**src/rtl/bus_own_pkg.sv**
```systemverilog
package bus_own_pkg;

  typedef enum logic [2:0] {
    ST_IDLE    = 3'd0,
    ST_WAIT    = 3'd1,
    ST_ACTIVE  = 3'd2,
    ST_PARKED  = 3'd3,
    ST_RELEASE = 3'd4
  } own_state_e;

endpackage

```
**src/rtl/bus_own_next.sv**
```systemverilog
module bus_own_next
  import bus_own_pkg::*;
(
  input  own_state_e state_i,
  input  logic       req_i,
  input  logic       grant_i,
  input  logic       line_free_i,
  input  logic       done_i,
  output own_state_e state_o
);

  always_comb begin
    state_o = state_i;
    unique case (state_i)
      ST_IDLE: begin
        if (req_i && grant_i) state_o = ST_WAIT;
      end
      ST_WAIT: begin
        if (!grant_i)         state_o = ST_IDLE;
        else if (line_free_i) state_o = ST_ACTIVE;
      end
      ST_ACTIVE: begin
        // a transfer in flight is always allowed to finish
        if (done_i) begin
          if (!grant_i)    state_o = ST_RELEASE;
          else if (!req_i) state_o = ST_PARKED;
        end
      end
      ST_PARKED: begin
        if (!grant_i)   state_o = ST_RELEASE;
        else if (req_i) state_o = ST_ACTIVE;
      end
      ST_RELEASE: state_o = ST_IDLE;
      default:    state_o = ST_IDLE;
    endcase
  end

endmodule

```
**src/rtl/bus_own_outdec.sv**
```systemverilog
module bus_own_outdec
  import bus_own_pkg::*;
(
  input  own_state_e state_i,
  output logic       drv_val_o,
  output logic       drv_en_o,
  output logic       own_o
);

  always_comb begin
    drv_val_o = 1'b0;
    drv_en_o  = 1'b0;
    own_o     = 1'b0;
    unique case (state_i)
      ST_ACTIVE, ST_PARKED: begin
        drv_en_o = 1'b1;
        own_o    = 1'b1;
      end
      ST_RELEASE: begin
        drv_val_o = 1'b1;
        drv_en_o  = 1'b1;
      end
      default: ;
    endcase
  end

endmodule

```
**src/rtl/bus_own_ctrl.sv**
```systemverilog
module bus_own_ctrl
  import bus_own_pkg::*;
(
  input  logic clk,
  input  logic rst_n,
  input  logic req,
  input  logic grant,
  input  logic busy_n_in,
  input  logic xfer_done,
  output logic busy_n_out,
  output logic busy_n_oe,
  output logic owns_bus
);

  own_state_e state_q;
  own_state_e state_d;
  logic       state_en;

  bus_own_next u_next (
    .state_i     (state_q),
    .req_i       (req),
    .grant_i     (grant),
    .line_free_i (busy_n_in),
    .done_i      (xfer_done),
    .state_o     (state_d)
  );

  assign state_en = (state_d != state_q);

  always_ff @(posedge clk or negedge rst_n) begin
    if (!rst_n) begin
      state_q <= ST_IDLE;
    end else if (state_en) begin
      state_q <= state_d;
    end
  end

  bus_own_outdec u_dec (
    .state_i   (state_q),
    .drv_val_o (busy_n_out),
    .drv_en_o  (busy_n_oe),
    .own_o     (owns_bus)
  );

  AST_TAKE_NEEDS_FREE: assert property (@(posedge clk) disable iff (!rst_n)
    $rose(owns_bus) |-> $past(grant && busy_n_in)) else $error("take without free line");
  AST_OWN_DRIVES_LOW: assert property (@(posedge clk) disable iff (!rst_n)
    owns_bus |-> (busy_n_oe && !busy_n_out)) else $error("owner not driving low");
  AST_PARK_HOLDS: assert property (@(posedge clk) disable iff (!rst_n)
    (owns_bus && grant) |=> owns_bus) else $error("dropped with grant held");
  AST_RELEASE_ONE_CYCLE: assert property (@(posedge clk) disable iff (!rst_n)
    (busy_n_oe && busy_n_out) |=> !busy_n_oe) else $error("release longer than one cycle");
  AST_NO_CUT: assert property (@(posedge clk) disable iff (!rst_n)
    (state_q == ST_ACTIVE && !xfer_done) |=> owns_bus) else $error("transfer cut short");
  AST_WITHDRAW_QUIET: assert property (@(posedge clk) disable iff (!rst_n)
    (state_q == ST_WAIT && !grant) |=> !busy_n_oe) else $error("drove after grant withdrawn");
  AST_TRISTATE_OTHERWISE: assert property (@(posedge clk) disable iff (!rst_n)
    (!owns_bus && !busy_n_out) |-> !busy_n_oe) else $error("driver on while not owner");

endmodule

```
**config.mk**
```make
export PLATFORM = sky130hd
export DESIGN_NAME = bus_own_ctrl
export DESIGN_NICKNAME = d
export VERILOG_FILES = /design/src/rtl/bus_own_pkg.sv /design/src/rtl/bus_own_next.sv /design/src/rtl/bus_own_outdec.sv /design/src/rtl/bus_own_ctrl.sv
export SDC_FILE = /design/constraint.sdc
export NUM_CORES = 1
export LEC_CHECK = 0
export CORE_AREA = 2 2 39 41
export CTS_BUF_LIST = sky130_fd_sc_hd__clkbuf_16
export DETAILED_ROUTE_END_ITERATION = 8
export DIE_AREA = 0 0 41 43
export SLEW_MARGIN = 30
export SYNTH_ARGS = -nofsm -noshare
export SYNTH_HDL_FRONTEND = slang
export SYNTH_HIERARCHICAL = 1
export SYNTH_SLANG_ARGS = --single-unit
```
**constraint.sdc**
```tcl
create_clock -name clk -period 2.45 [get_ports clk]
set_input_delay 0.735 -clock clk [delete_from_list [all_inputs] [get_ports clk]]
set_output_delay 0.735 -clock clk [all_outputs]
set_load 0.02 [all_outputs]
```
After elaboration in Yosys (flattened, before gate mapping)
Index checks and enable logic that the tools add are counted.
{"block": "op_classes", "eq_ne": 5, "n_mux": 12, "reduce_logical": 4}
{"operator": "2-to-1 mux 3 bit", "count": 8}
{"operator": "one-hot mux 3 bit (4 select lines)", "count": 1}
{"operator": "equality test 3 x 2 -> 1 bit, second input constant", "count": 2}
{"operator": "equality test 3 x 1 -> 1 bit, second input constant", "count": 1}
{"operator": "equality test 3 bit, second input constant", "count": 1}
{"operator": "logical NOT 3 bit", "count": 1}
{"operator": "2-to-1 mux 1 bit", "count": 3}
{"operator": "!= test 3 bit", "count": 1}
{"operator": "OR reduction 3 bit", "count": 1}
{"operator": "OR reduction 2 bit", "count": 1}
{"operator": "logical AND 1 bit", "count": 1}
{"block": "word_totals", "regBits": 3, "inputBits": 6, "out_inout_bits": 3, "wordCells": 22}

Depth between registers and ports, before layout
Gate-level depths: netlist of the first run.
{"block": "depth", "ltp_word": 5, "ltp_mapped": 4, "mapped_depth_nobuf": 3}

By module
Netlist of the first run, hierarchy kept.
{"mod": "bus_own_ctrl", "instances": 1, "cells_per_inst": 6, "area_each_um2": 86.3, "seq_area_each_um2": 75.1}
{"mod": "bus_own_next", "instances": 1, "cells_per_inst": 11, "area_each_um2": 67.6, "seq_area_each_um2": 0.0}
{"mod": "bus_own_outdec", "instances": 1, "cells_per_inst": 3, "area_each_um2": 25.0, "seq_area_each_um2": 0.0}

Least setup slack after synthesis of the first run
OpenSTA, ideal clock, no wires.
{"block": "synth_path", "kind": "register to output", "start": "reg state_q[1]", "end": "out busy_n_oe", "t_arrival_ns": 1.050, "t_required_ns": 1.715, "slack_ns": 0.665, "stages_incl_launch_ff": 3, "n_path_buf": 0, "path_cell_list": "dfrtp_1 nor3b_2 or2_1"}
{"block": "synth_via", "elab_chain_len": 3, "word_cells_on_any_way": 5}
{"element": "start: declaration", "line": "bus_own_ctrl.sv:15", "text": "own_state_e state_q;"}
{"element": "start signal: assignment", "line": "bus_own_ctrl.sv:34", "text": "state_q <= state_d;"}
{"element": "equality test 3 bit / equality test 3 x 2 -> 1 bit (equally long branches)", "line": "bus_own_outdec.sv:14", "text": "unique case (state_i)"}
{"element": "OR reduction 3 bit (no source line) *"}
{"element": "2-to-1 mux 1 bit *", "line": "bus_own_outdec.sv:14"}
{"element": "end: declaration", "line": "bus_own_ctrl.sv:11", "text": "output logic busy_n_oe,"}
Mark *: on every way between the ends. The rest lies on a longest branch, timed or not.

Worst setup path after layout of the first run
Same ends and word-level chain as after synthesis.

==> results.sh, run 1 <==
export IMPL_drt_vias_per_instance=3.60
export IMPL_hp_class="reg -> reg"
export IMPL_synth_xor_area_frac=0
export IMPL_synth_area_um2=179
export IMPL_grt_pass1_wl_um=503
export IMPL_worstSetupEndpoint="busy_n_oe"
export IMPL_die_w_um=41
export IMPL_fin_ws_ns=0.160
export IMPL_critPathSlowestCell="clkdlybuf4s50_1"
export IMPL_nFillCells=159
export IMPL_grt_pass1_vias=146
export IMPL_max_freq_ghz=0.437
export IMPL_cts_setup_buffers=0
export IMPL_diodes=0
export IMPL_initial_utilization=0.129
export IMPL_crit_required_ns=1.71
export IMPL_drt_initial_drc_count=2
export IMPL_p_comb_frac=0.205
export IMPL_dieArea_um2=1760
export IMPL_crit_chain="nor3b_2 > or2_1 > clkdlybuf4s50_1"
export IMPL_first_pass_iters=2
export IMPL_switching_share=0.226
export IMPL_dieHeight_um=43
export IMPL_synth_top_family_by_area="simple AND/OR/NAND/NOR gates"
export IMPL_reg2reg_from="state_q[1]"
export IMPL_timing_slew_headroom=0.822
export IMPL_muxShareOfSynthArea=0
export IMPL_synth_compound_area_share=0.161
export IMPL_hpwl_um=274
export IMPL_clockBufferDepth=2
export IMPL_r2r_cells=3
export IMPL_syn_inst=20
export IMPL_critPathMaxStageDelay_ns=0.59
export IMPL_slew_viol_final=0
export IMPL_fin_cells=45
export IMPL_clk_insertion_delay_late_ns=0.22
export IMPL_synthSimpleGateAreaFrac=0.336
export IMPL_ios=9
export IMPL_vias=162
export IMPL_syn2layout_area_growth_pct=93.7
export IMPL_portBuffers=8
export IMPL_outcome="complete, no violations"
export IMPL_antenna_found_initial=0
export IMPL_crit_path_start="state_q[1]"
export IMPL_ys_seq_area_frac=0.420
export IMPL_drv_cap=0
export IMPL_crit_arrival_ns=1.56
export IMPL_cp_max_fo=6
export IMPL_p_switching_uw=93.0
export IMPL_path_class="reg -> out"
export IMPL_cts_resized=0
export IMPL_grt_max_degree=7
export IMPL_power_uw=411
export IMPL_dp_cells=41
export IMPL_startpoint_type="flop"
export IMPL_finalCritPeriodShare=0.935
export IMPL_avgRoutedWirePerCell_um=8.09
export IMPL_grt_usage=0.0534
export IMPL_dp_worst_setup_slack_ns=0.378
export IMPL_rsz0062_at_grt="no"
export IMPL_synth_nets=26
export IMPL_synth_fa_ha_area_frac=0
export IMPL_powerDensity_nw_per_um2=1190
export IMPL_gp_congestion=0.616
export IMPL_rows=14
export IMPL_leakagePower_nw=0.156
export IMPL_tightest_slew_ns=0.264
export IMPL_fin_worst_skew_ns=0.00159
export IMPL_fin_setup_tns_ns=0
export IMPL_drive_gt1_frac=0.138
export IMPL_postCtsHoldBufs=0
export IMPL_drc=0
export IMPL_pwr_share_seq=0.176
export IMPL_hold_viol_final=0
export IMPL_root_buffer="clkbuf_16"
export IMPL_p_int_uw=318
export IMPL_largest_register="state_q"
export IMPL_rrSetupSlack_ns=1.43
export IMPL_period_minus_slack_ns=2.29
export IMPL_clock_power_share=0.619
export IMPL_cts_tree="done"
export IMPL_fin_hold_ws_ns=0.486
export IMPL_clkSlewWorstSetupHoldPaths_ns=0.03
export IMPL_cts_made_buffers=3
export IMPL_reg2reg_to="state_q[0]"
export IMPL_end_kind="primary output"
export IMPL_nets=36
export IMPL_ant_nets=0
export IMPL_wirelength_um=364
export IMPL_top_regs="state_q x3"
export IMPL_cts_sinks=3
export IMPL_h_tree_depth=1
export IMPL_yosysWarnings=6
export IMPL_yosys_register_bits=3
export IMPL_overflow=0
export IMPL_core_um2=1380
export IMPL_synthDistinctLibCells=14
export IMPL_largest_reg_flops=3
export IMPL_avgSynthCellArea_um2=8.95
export IMPL_ir_worst_vdd_mv=0.420
export IMPL_setup_viol=0
-- cells by family after synthesis --
logic type,Yosys count
compound gates,4
flops,3
buf+inv,4
simple gates,9
-- cell type report --
cell class              instances  area [um2]  area share
repair buffers                  8        80.1       0.231
clock inverters                 1        3.75      0.0108
clock buffers                   3        75.1       0.217
flip-flops and latches          3        75.1       0.217
inverters                       1        3.75      0.0108
multi-input cells              13        88.8       0.256
well taps                      16        20.0      0.0578
-- worst min-delay path by stage --
| stage | from | end | slack (ns) | cells past startpoint |
|---|---|---|---|---|
| global placement | state_q[2] | state_q[1] | 0.48 | 1 |
| detailed placement | state_q[2] | state_q[1] | 0.49 | 1 |
| CTS | state_q[2] | state_q[1] | 0.49 | 1 |
| finish | state_q[2] | state_q[1] | 0.49 | 1 |
| floorplan | rst_n | state_q[0] | 0.44 | 0 |
| global route | state_q[2] | state_q[1] | 0.52 | 1 |
-- cells in the mapped netlist --
cell type  count  area (um2)
a21o_1         1        7.51
a21oi_1        1        5.00
a22oi_1        1        7.51
clkbuf_1       3        11.3
dfrtp_1        3        75.1
inv_1          1        3.75
nand2b_1       1        6.26
nor2_1         2        7.51
nor2b_1        2        12.5
nor3b_2        1        12.5
nor4b_1        1        8.76
o221ai_1       1        8.76
or2_0          1        6.26
or2_1          1        6.26
-- worst max-delay path, delay by kind of cell, from the launching register on --
| family | cells | cell delay [ns] |
|---|---|---|
| buffers and inverters | 1 | 0.59 |
| flip-flops | 1 | 0.42 |
| AND/OR/NAND/NOR | 2 | 0.33 |
-- routing by layer --
| layer | track usage | share of wire | vias up |
|---|---|---|---|
| li1 | - | - | 83 |
| met2 | 0.0469 | 0.35 | 10 |
| met3 | 0.0471 | 0.15 | 2 |
| met1 | 0.0554 | 0.45 | 67 |
| met4 | 0.0800 | 0.041 | 0 |
| met5 | 0 | 0 | - |
-- power by group through the flow --
stage	Clock (mW)	Combinational [mW]	Sequential (mW)
after floorplan	0	0.0534	0.0704
after global placement	0	0.0845	0.0726
after detailed placement	0	0.0850	0.0732
after CTS	0.260	0.0853	0.0727
after global routing	0.266	0.0923	0.0742
final	0.254	0.0840	0.0725
-- cells in the final DEF, fill, tap and decap left out, types with 2 or more instances in the layout --
cell type,instances
clkbuf_16,3
nor2_1,2
inv_1,2
dfrtp_1,3
clkdlybuf4s50_1,8
nor2b_1,2
-- through the flow --
step | utilization | area, um2
2_1_floorplan | - | 179
3_3_place_gp | 0.193 | 268
3_5_place_dp | 0.193 | 268
4_1_cts | 0.250 | 347
5_1_grt | 0.250 | 347
6_report | 0.250 | 347
(Power assumes the default switching activity.)
==> inputs of run 2 (changes only) <==
Settings changed: CAP_MARGIN set to 5, DONT_BUFFER_PORTS set to 1.
==> results.sh, run 2 (same netlist as run 1, synthesis figures left out) <==
export IMPL_outcome="complete, no violations"
export IMPL_hold_viol_final=0
export IMPL_core_um2=1380
export IMPL_clk_insertion_delay_late_ns=0.22
export IMPL_leakagePower_nw=0.126
export IMPL_grt_max_degree=7
export IMPL_end_kind="primary output"
export IMPL_dp_cells=33
export IMPL_path_class="reg -> out"
export IMPL_layout_common_cells="3 x clkbuf_16, 3 x dfrtp_1, 2 x inv_1, 2 x nor2b_1, 2 x nor2_1"
export IMPL_clock_power_share=0.672
export IMPL_grt_usage=0.0533
export IMPL_dieHeight_um=43
export IMPL_grt_pass1_vias=133
export IMPL_largest_reg_flops=3
export IMPL_drv_cap=0
export IMPL_drc=0
export IMPL_dieArea_um2=1760
export IMPL_fin_setup_tns_ns=0
export IMPL_avgRoutedWirePerCell_um=9.57
export IMPL_powerDensity_nw_per_um2=1420
export IMPL_fin_worst_skew_ns=0.000282
export IMPL_cts_resized=0
export IMPL_tightest_slew_ns=0.423
export IMPL_crit_required_ns=1.71
export IMPL_slew_viol_final=0
export IMPL_first_pass_iters=2
export IMPL_rows=14
export IMPL_vias=136
export IMPL_top_regs="state_q x3"
export IMPL_drt_vias_per_instance=3.68
export IMPL_diodes=0
export IMPL_cts_tree="done"
export IMPL_postCtsHoldBufs=0
export IMPL_rsz0062_at_grt="no"
export IMPL_hp_class="in -> async"
export IMPL_cts_made_buffers=3
export IMPL_p_switching_uw=87.7
export IMPL_cts_setup_buffers=0
export IMPL_syn2layout_area_growth_pct=49.0
export IMPL_crit_chain="nor3b_2 > or2_1"
export IMPL_cp_max_fo=6
export IMPL_pwr_share_seq=0.191
export IMPL_initial_utilization=0.129
export IMPL_p_comb_frac=0.137
export IMPL_timing_slew_headroom=0.717
export IMPL_nets=28
export IMPL_antenna_found_initial=0
export IMPL_setup_viol=0
export IMPL_drt_initial_drc_count=5
export IMPL_h_tree_depth=1
export IMPL_wirelength_um=354
export IMPL_crit_arrival_ns=1.32
export IMPL_ant_nets=0
export IMPL_max_freq_ghz=0.486
export IMPL_clockBufferDepth=2
export IMPL_ir_worst_vdd_mv=0.221
export IMPL_drive_gt1_frac=0.190
export IMPL_ios=9
export IMPL_grt_pass1_wl_um=503
export IMPL_nFillCells=153
export IMPL_gp_congestion=0.575
export IMPL_overflow=0
export IMPL_fin_cells=37
export IMPL_period_minus_slack_ns=2.06
export IMPL_switching_share=0.232
export IMPL_critPathMaxStageDelay_ns=0.42
export IMPL_critPathSlowestCell="dfrtp_1"
export IMPL_largest_register="state_q"
export IMPL_startpoint_type="flop"
export IMPL_clkSlewWorstSetupHoldPaths_ns=0.03
export IMPL_cts_sinks=3
export IMPL_p_int_uw=290
export IMPL_root_buffer="clkbuf_16"
export IMPL_finalCritPeriodShare=0.839
export IMPL_hpwl_um=272
export IMPL_portBuffers=0
export IMPL_die_w_um=41
==> run 2: cell types whose count changed in the layout (fill, tap and decap cells not counted) <==
cell	change
clkdlybuf4s50_1	-8
==> run 2: critical path, delay by kind of cell (launching register included) <==
family | cells | cell delay (ns)
simple gates | 2 | 0.69
flops | 1 | 0.42
==> run 2: per-layer routing <==
| layer | up-vias | share of wire | track usage |
|---|---|---|---|
| li1 | 67 | - | - |
| met1 | 60 | 0.37 | 0.0356 |
| met2 | 7 | 0.46 | 0.0563 |
| met3 | 2 | 0.16 | 0.0628 |
| met4 | 0 | 0.011 | 0.0800 |
| met5 | - | 0 | 0 |
==> run 2: final timing paths <==
kind	startpoint	endpoint	slack, ns	cells after the start
worst min-delay path	rst_n	state_q[1]	0.21	0
worst max register to register	state_q[1]	state_q[0]	1.43	3
worst max-delay path	state_q[1]	busy_n_oe	0.39	2
min in group clk	state_q[2]	state_q[1]	0.49	1
worst min register to register	state_q[2]	state_q[1]	0.49	1
max in group asynchronous	rst_n	state_q[2]	2.17	0
==> run 2: cell type report <==
cell class,instances,area (um2),area share
clock buffers,3,75.1,0.282
clock inverters,1,3.75,0.0141
inverters,1,3.75,0.0141
multi-input cells,13,88.8,0.333
flip-flops and latches,3,75.1,0.282
well taps,16,20.0,0.0751
==> run 2: through the flow <==
step                       util  hold WS [ns]  setup slack (ns)  area, um2  power [mW]
after floorplan               -         0.439             0.665        179       0.124
after global placement    0.136         0.440             0.626        188       0.125
after detailed placement  0.136         0.440             0.618        188       0.125
after CTS                 0.193         0.204             0.380        267       0.386
after global routing      0.193         0.203             0.311        267       0.396
final                     0.193         0.209             0.394        267       0.378
==> run 2: power by group through the flow <==
| stage | clock, mW | sequential [mW] | combinational [mW] |
|---|---|---|---|
| 2_1_floorplan | 0 | 0.0704 | 0.0534 |
| 4_1_cts | 0.261 | 0.0723 | 0.0526 |
| 6_report | 0.254 | 0.0722 | 0.0518 |
| 3_5_place_dp | 0 | 0.0729 | 0.0525 |
| 5_1_grt | 0.264 | 0.0745 | 0.0576 |
| 3_3_place_gp | 0 | 0.0725 | 0.0521 |
